File: src/rtl/lpw_pkg.sv
package lpw_pkg;
   localparam int unsigned CFG_W = 3;
   localparam int unsigned CNT_W = CFG_W + 1;

   typedef logic [CFG_W-1:0] match_code_t;
   typedef logic [CNT_W-1:0] match_cnt_t;

   // code 0 switches the debouncers off; code c asks for c+1 samples
   function automatic match_cnt_t code_to_target(match_code_t code);
      return match_cnt_t'(code) + match_cnt_t'(1);
   endfunction

   function automatic logic code_enabled(match_code_t code);
      return code != '0;
   endfunction
endpackage

File: src/rtl/lpw_debounce.sv
module lpw_debounce #(
   parameter int unsigned SYNC_STAGES = 2,
   parameter int unsigned CNT_W       = lpw_pkg::CNT_W
) (
   input  logic             clk,
   input  logic             rst_n,
   input  logic             pin_async,
   input  logic             active_hi,
   input  logic             sample_stb,
   input  logic             enable,
   input  logic [CNT_W-1:0] target,
   output logic             evt_pulse
);
   logic             pin_s;
   logic             match;
   logic [CNT_W-1:0] cnt;
   logic [CNT_W-1:0] cnt_inc;

   generate
      if (SYNC_STAGES == 0) begin : g_nosync
         assign pin_s = pin_async;
      end else begin : g_sync
         logic [SYNC_STAGES-1:0] sr;
         always_ff @(posedge clk or negedge rst_n) begin
            if (!rst_n) sr <= '0;
            else        sr <= {sr[SYNC_STAGES-2:0], pin_async};
         end
         assign pin_s = sr[SYNC_STAGES-1];
      end
   endgenerate

   assign match   = (pin_s == active_hi);
   assign cnt_inc = cnt + {{(CNT_W-1){1'b0}}, 1'b1};

   always_ff @(posedge clk or negedge rst_n) begin
      if (!rst_n) begin
         cnt       <= '0;
         evt_pulse <= 1'b0;
      end else begin
         evt_pulse <= 1'b0;
         if (sample_stb) begin
            if (!enable || !match) begin
               cnt <= '0;
            end else if (cnt < target) begin
               cnt       <= cnt_inc;
               evt_pulse <= (cnt_inc == target);
            end
         end
      end
   end
endmodule

File: src/rtl/lpw_status.sv
module lpw_status #(
   parameter int unsigned NPIN = 2
) (
   input  logic            clk,
   input  logic            rst_n,
   input  logic [NPIN-1:0] evt,
   input  logic            rd,
   input  logic            clr,
   output logic [NPIN-1:0] flags
);
   logic wipe;
   assign wipe = rd | clr;

   // a fresh event outranks a clear landing in the same cycle
   always_ff @(posedge clk or negedge rst_n) begin
      if (!rst_n) flags <= '0;
      else        flags <= (flags & {NPIN{~wipe}}) | evt;
   end
endmodule

File: src/rtl/lpw_wake.sv
module lpw_wake #(
   parameter int unsigned NPIN     = 2,
   parameter int unsigned BKP_REGS = 8
) (
   input  logic                clk,
   input  logic                rst_n,
   input  logic [NPIN-1:0]     evt,
   input  logic                bkp_clr_en,
   input  logic                rtc_alarm,
   input  logic                rtc_wake_en,
   input  logic                rtt_alarm,
   input  logic                rtt_wake_en,
   input  logic                supmon_evt,
   input  logic                wake_ack,
   output logic                wake_req,
   output logic [BKP_REGS-1:0] bkp_clr
);
   localparam int unsigned HALF = BKP_REGS / 2;
   localparam logic [BKP_REGS-1:0] LOW_MASK = {{(BKP_REGS-HALF){1'b0}}, {HALF{1'b1}}};

   logic any_evt;
   logic wake_set;

   assign any_evt  = |evt;
   assign wake_set = any_evt
                   | (rtc_alarm & rtc_wake_en)
                   | (rtt_alarm & rtt_wake_en)
                   | supmon_evt;

   always_ff @(posedge clk or negedge rst_n) begin
      if (!rst_n) wake_req <= 1'b0;
      else        wake_req <= wake_set | (wake_req & ~wake_ack);
   end

   // evt is already a registered one-cycle pulse: no added delay
   assign bkp_clr = (any_evt && bkp_clr_en) ? LOW_MASK : '0;
endmodule

File: src/rtl/lpw_wake_top.sv
module lpw_wake_top #(
   parameter int unsigned NPIN        = 2,
   parameter int unsigned BKP_REGS    = 8,
   parameter int unsigned SYNC_STAGES = 2
) (
   input  logic                       clk,
   input  logic                       rst_n,
   input  logic [NPIN-1:0]            pin_in,
   input  logic [NPIN-1:0]            pin_pol,
   input  logic [lpw_pkg::CFG_W-1:0]  match_sel,
   input  logic                       bkp_clr_en,
   input  logic                       rtc_alarm,
   input  logic                       rtc_wake_en,
   input  logic                       rtt_alarm,
   input  logic                       rtt_wake_en,
   input  logic                       supmon_evt,
   input  logic                       sample_stb,
   input  logic                       stat_rd,
   input  logic                       stat_clr,
   input  logic                       wake_ack,
   output logic [NPIN-1:0]            stat_flags,
   output logic                       wake_req,
   output logic [BKP_REGS-1:0]        bkp_clr
);
   import lpw_pkg::*;

   generate
      if (NPIN < 1) begin : g_bad_npin
         $error("lpw_wake_top: NPIN must be at least 1");
      end
      if (BKP_REGS < 2 || (BKP_REGS % 2) != 0) begin : g_bad_bkp
         $error("lpw_wake_top: BKP_REGS must be even and at least 2");
      end
      if (SYNC_STAGES == 1) begin : g_bad_sync
         $error("lpw_wake_top: SYNC_STAGES must be 0 or at least 2");
      end
   endgenerate

   match_cnt_t      target;
   logic            dbn_en;
   logic [NPIN-1:0] evt;

   assign target = code_to_target(match_sel);
   assign dbn_en = code_enabled(match_sel);

   generate
      for (genvar i = 0; i < NPIN; i++) begin : g_pin
         lpw_debounce #(
            .SYNC_STAGES(SYNC_STAGES),
            .CNT_W      (CNT_W)
         ) u_dbn (
            .clk       (clk),
            .rst_n     (rst_n),
            .pin_async (pin_in[i]),
            .active_hi (pin_pol[i]),
            .sample_stb(sample_stb),
            .enable    (dbn_en),
            .target    (target),
            .evt_pulse (evt[i])
         );
      end
   endgenerate

   lpw_status #(.NPIN(NPIN)) u_status (
      .clk  (clk),
      .rst_n(rst_n),
      .evt  (evt),
      .rd   (stat_rd),
      .clr  (stat_clr),
      .flags(stat_flags)
   );

   lpw_wake #(.NPIN(NPIN), .BKP_REGS(BKP_REGS)) u_wake (
      .clk        (clk),
      .rst_n      (rst_n),
      .evt        (evt),
      .bkp_clr_en (bkp_clr_en),
      .rtc_alarm  (rtc_alarm),
      .rtc_wake_en(rtc_wake_en),
      .rtt_alarm  (rtt_alarm),
      .rtt_wake_en(rtt_wake_en),
      .supmon_evt (supmon_evt),
      .wake_ack   (wake_ack),
      .wake_req   (wake_req),
      .bkp_clr    (bkp_clr)
   );
endmodule

File: config.mk
export PLATFORM = sky130hd
export DESIGN_NAME = lpw_wake_top
export DESIGN_NICKNAME = d
export VERILOG_FILES = /design/src/rtl/lpw_pkg.sv /design/src/rtl/lpw_debounce.sv /design/src/rtl/lpw_status.sv /design/src/rtl/lpw_wake.sv /design/src/rtl/lpw_wake_top.sv
export SDC_FILE = /design/constraint.sdc
export NUM_CORES = 1
export LEC_CHECK = 0
export BUFFER_PORTS_ARGS = -buffer_cell sky130_fd_sc_hd__buf_2
export CAP_MARGIN = 30
export CORE_ASPECT_RATIO = 0.7
export CORE_MARGIN = 2
export CORE_UTILIZATION = 46
export CTS_CLUSTER_SIZE = 25
export DETAILED_ROUTE_END_ITERATION = 7
export GPL_TIMING_DRIVEN = 0
export HOLD_SLACK_MARGIN = 0.1
export PLACE_DENSITY = 0.78
export SLEW_MARGIN = 5
export SYNTH_ARGS = -nofsm -noshare
export SYNTH_HDL_FRONTEND = slang
export SYNTH_SLANG_ARGS = --single-unit
export TNS_END_PERCENT = 100
File: constraint.sdc
create_clock -name clk -period 1.9 [get_ports clk]
set_clock_uncertainty 0.1 [all_clocks]
set_input_delay 0.285 -clock clk [delete_from_list [all_inputs] [get_ports clk]]
set_output_delay 0.285 -clock clk [all_outputs]
set_load 0.05 [all_outputs]
After elaboration in Yosys (flattened, before gate mapping) --
Index checks and enable logic that the tools add are counted.
Cells by class: add/sub/neg operators 3, $lt $le $gt $ge 2, eq/ne operators 4, muxes and demuxes 11, bitwise gates (word level) 12, reductions and logical operators 12
Operator list (number):
- $mux 4 | 5
- $add 4x1->4 const B | 2
- $eq 4x4->1 | 2
- $lt 4x4->1 | 2
- $mux 1 | 6
- $or 1x1->1 | 5
- $add 3x1->4 const B | 1
- $reduce_and 2->1 | 2
- $reduce_bool 2->1 | 2
- $and 1x1->1 | 3
- $logic_not 1->1 | 3
- $reduce_bool 3->1 | 1
- $and 2x2->2 | 1
- $eq 1x1->1 | 2
- $logic_or 1x1->1 | 2
- $not 1->1 | 2
- $or 2x2->2 | 1
- $reduce_or 2->1 | 1
- $logic_and 1x1->1 | 1
Word-level totals: register bits after elaboration 17

Longest topological paths before layout --
word-level depth 5, mapped depth 9, gate-level depth less buffers 9

Modules after synthesis --
Synthesis repeated with hierarchy kept, for this count alone.
Second synthesis, totals: cell total of the unflattened synthesis 120, area, all modules 1238.7 µm²
Modules (own cells, without submodules):
- lpw_debounce (g_pin[0].u_dbn) | times used 1, cells an instance 46, area each 498.0 µm², seq. area each 175.2 µm²
- lpw_debounce (g_pin[1].u_dbn) | times used 1, cells an instance 48, area each 495.5 µm², seq. area each 175.2 µm²
- lpw_wake | times used 1, cells an instance 14, area each 120.1 µm², seq. area each 25.0 µm²
- lpw_status | times used 1, cells an instance 5, area each 71.3 µm², seq. area each 50.0 µm²
- lpw_wake_top | times used 1, cells an instance 7, area each 53.8 µm², seq. area each 0.0 µm²

Worst setup path after synthesis --
OpenSTA, ideal clock, no wires.
path type input -> register, start point in match_sel[0] (netlist name), end point reg g_pin[1].u_dbn.cnt[2], setup time 0.069 ns, arrival 2.119 ns, data required time 1.731 ns, slack -0.388 ns, cell stages on the path 9, cells stage by stage inv_1 ha_1 inv_1 ha_1 nor2b_1 a2111oi_2 nor3_2 or4_1 nand3_1
On the way: longest elaborated chain between the ends 5, elaborated cells between the ends (all ways) 8
RTL lines:
- from (decl) | line lpw_wake_top.sv:10 | input logic [lpw_pkg::CFG_W-1:0] match_sel,
- branches (longest 5 deep; another with $add 3x1->4)
- to (signal assigned) | line lpw_debounce.sv:45 | cnt <= cnt_inc;
- to (decl) | line lpw_debounce.sv:16 | logic [CNT_W-1:0] cnt;
Several ways; the timed one is not identified. A chain may end at the register's enable or synchronous reset.

Final worst setup path --
start point reg g_pin[1].u_dbn.cnt[1], end point reg g_pin[1].u_dbn.cnt[2]
On the way: longest elaborated chain between the ends 3, elaborated cells between the ends (all ways) 6
RTL lines (line):
- $add 4x1->4 or $lt 4x4->1 (tied branches) | lpw_debounce.sv:33, lpw_debounce.sv:44
- $mux 4 or $reduce_bool 2->1 (tied branches)
- $mux 4 or $reduce_and 2->1 (tied branches)
Several ways; a longest one is shown, not always the timed one. The select of a mux whose other input is x is not followed.

==> flow_summary_export.csv <==
group,metric,value,unit
drt,num_vias,950,
logic_synthesis,synthMostInstantiatedCell,"dfrtp_1",
sta,min_period,1.92,ns
drt,wl_per_cell,14.2,µm
cts,clk_latency,0.29,ns
critical_path,start_kind,"register",
logic_synthesis,synth_flop_cell,"dfrtp_1",
sta,slew_viol_final,0,
run,cap_violations,0,
critical_path,arrival,2.06,ns
cts,clock-sinks,17,
logic_synthesis,async_flop_share,100,%
critical_path,cp-end-kind,"register",
final_layout,syn_to_final_growth,40.8,%
logic_synthesis,synth_top_area_share,38.8,%
cts,cts_tree,"yes",
critical_path,reg2regPathDepth,6,
logic_synthesis,netlist.top_cell.by_area,"dfrtp_1",
cts,clockBufferDepth,2,
global_routing,grt_pass1_wl,4.31,mm
logic_synthesis,syn_area_per_cell,9.87,µm²
drt,dr_wl_met2,1.41,mm
place,port_buffers,25,
logic_synthesis,syn-cell-area,1100,µm²
place,place_ws,-0.472,ns
sta,layout_setup_ws,-0.0230,ns
floorplan,num_rows,14,
place,hpwl,1.91,mm
sta,rsz0062_at_grt,"true",
final_layout,stdcell_count,186,
power_and_ir_drop,max-vdd-ir-drop,0.603,mV
final_layout,layout-drive-gt1-share,41.6,%
hold_path,whs_path_depth,3,
sta,max_freq,520,MHz
logic_synthesis,seq_area_frac_synth,38.8,%
place,placed_cells,171,
run_status,violations,"negative setup slack",
floorplan,core_area,2210,µm²
logic_synthesis,ys_warn_count,0,
logic_synthesis,yosys-top-cells-count,"dfrtp_1, ha_1, inv_1, nand3_1",
run_status,status,"finished with violations",
floorplan,die_height,44.8,µm
cts,cts.root.buffer_cell,"clkbuf_4",
floorplan,start_util,49.7,%
drt,met1_length,1.12,mm
critical_path,cp_max_fo,5,
drt,highest_layer,"met4",
floorplan,die_w,62.3,µm
hold_path,hold_path_class,"input pin to register",
power_and_ir_drop,power.density,795,nW/µm²
drt,drc,0,
critical_path,crit_chain,"ha_4, nor2b_4, a2111oi_4, nor3_4, or4_4, nand3_2",
logic_synthesis,synth_cells,111,
global_routing,grt_max_degree,18,
logic_synthesis,synth_area_leaders,"dfrtp_1, ha_1, xnor2_1",
drt,first_iter_violations,12,
drt,viasPerCell,5.11,
critical_path,required,2.04,ns
critical_path,slowest_stage,"or4_4",
global_routing,overflow,0,
drt,dr.pass1.iters,4,
sta,hold_viol,0,
final_layout,diodes,0,
floorplan,dieArea,2800,µm²
final_layout,nets,184,
sta,fin_crit_sh,101,%
critical_path,critPathMaxStageDelay,0.49,ns
global_routing,antenna_found_initial,0,
logic_synthesis,ys_seq_elements,17,
logic_synthesis,ys_types,30,
global_routing,grt_usage,20.1,%
drt,ant_nets,0,
drt,drt-total-wl,2.64,mm
final_layout,nFillCells,185,
global_routing,grt_pass1_vias,988,
logic_synthesis,synth_edf_count,0,
cts,cts-buffers-inserted,3,
place,routabilityCongestion,0.811,
cts,clk_pin_slew,0.11,ns
critical_path,worstSetupPathType,"register to register",
floorplan,boundaryPins,30,
sta,setup_viol,1,
cts,htreeDepth,1,
drt,route.met3.wl,95,µm
power_and_ir_drop,p_leak,0.783,nW
repair_timing:
item,in CTS,in global routing
setup endpoints to repair,9,9
setup buffers,5,2
hold endpoints to repair,20,0
hold buffers,4,0
gates resized for setup,9,8
gates cloned,0,0
pin swaps,9,5
final timing paths:
check | from | end | slack (ns)
min in group asynchronous | rst_n | g_pin[0].u_dbn.cnt[2] | 0.33
hold reg to reg | g_pin[1].u_dbn.g_sync.sr[0] | g_pin[1].u_dbn.g_sync.sr[1] | 0.27
hold / removal | rtt_wake_en | u_wake.wake_req | 0.12
max in group asynchronous | rst_n | g_pin[1].u_dbn.cnt[1] | 1.08
setup reg to reg | g_pin[1].u_dbn.cnt[1] | g_pin[1].u_dbn.cnt[2] | -0.02
setup / recovery | g_pin[1].u_dbn.cnt[1] | g_pin[1].u_dbn.cnt[2] | -0.02
critical path, delay by kind of cell, from the launching register on:
family / cells / cell delay [ns]
adder cells (fa/ha/maj): 1 / 0.21
AO/OA/AOI/OAI: 1 / 0.32
AND/OR/NAND/NOR: 4 / 0.78
flip-flops: 1 / 0.44
sequential cells by signal (all words and copies together), names as in the netlist:
name                   cells
g_pin.u_dbn.cnt            8
g_pin.u_dbn.g_sync.sr      4
g_pin.u_dbn.evt_pulse      2
u_status.flags             2
u_wake.wake_req            1
metal layers:
| metal | track usage, % | up-vias |
|---|---|---|
| li1 | - | 464 |
| met1 | 23.0 | 464 |
| met2 | 39.8 | 20 |
| met3 | 5.24 | 2 |
| met4 | 3.56 | 0 |
| met5 | 0 | - |
final cells by class:
| cell class | instances | area, µm² | share of cell area (%) |
|---|---|---|---|
| multi-input combinational | 80 | 702 | 45.5 |
| clock inverter | 1 | 5.00 | 0.324 |
| buffer | 7 | 52.6 | 3.41 |
| tap | 32 | 40.0 | 2.60 |
| sequential | 17 | 427 | 27.7 |
| timing repair buffer | 36 | 239 | 15.5 |
| clock buffer | 3 | 22.5 | 1.46 |
| inverter | 10 | 55.1 | 3.57 |
per-stage QoR:
stage / setup TNS, ns / area [µm²] / utilization [%] / power, mW / hold slack (ns)
after floorplan: -0.393 / 1180 / - / 0.815 / -0.111
after global placement: -3.17 / 1350 / 61.0 / 0.900 / 0.110
after detailed placement: -3.83 / 1350 / 61.0 / 0.925 / 0.130
after CTS: -0.162 / 1480 / 67.2 / 1.19 / 0.121
after global routing: -0.211 / 1540 / 69.9 / 1.30 / 0.134
final: -0.0230 / 1540 / 69.9 / 1.23 / 0.118
kinds of logic (layout without fill, tap and decap cells):
| logic type | Yosys count | after routing | share of synthesized area (%) |
|---|---|---|---|
| buffers and inverters | 17 | 57 | 8.22 |
| AND/OR/NAND/NOR | 32 | 32 | 14.6 |
| multiplexers | 1 | 1 | 1.03 |
| flip-flops | 17 | 17 | 38.8 |
| XOR/XNOR | 13 | 13 | 11.1 |
| adder cells (fa/ha/maj) | 10 | 10 | 11.4 |
| other | 1 | 4 | 0.342 |
| AO/OA/AOI/OAI | 20 | 20 | 14.5 |
cell usage in the layout, fill, tap and decap left out, drive strengths merged, types with 5 or more instances in the layout:
cell,n
buf,39
xnor2,8
nor2,6
nand2,6
xor2,5
nand3,9
dfrtp,17
ha,10
nor3,5
inv,10
report_power, final:
part / leakage [nW] / internal (mW) / switching [mW]
Combinational: 0.546 / 0.274 / 0.294
Clock: 0.0177 / 0.0783 / 0.124
Sequential: 0.219 / 0.405 / 0.0514
Total: 0.783 / 0.758 / 0.469
Note: power is estimated with default switching activity, not from simulation.
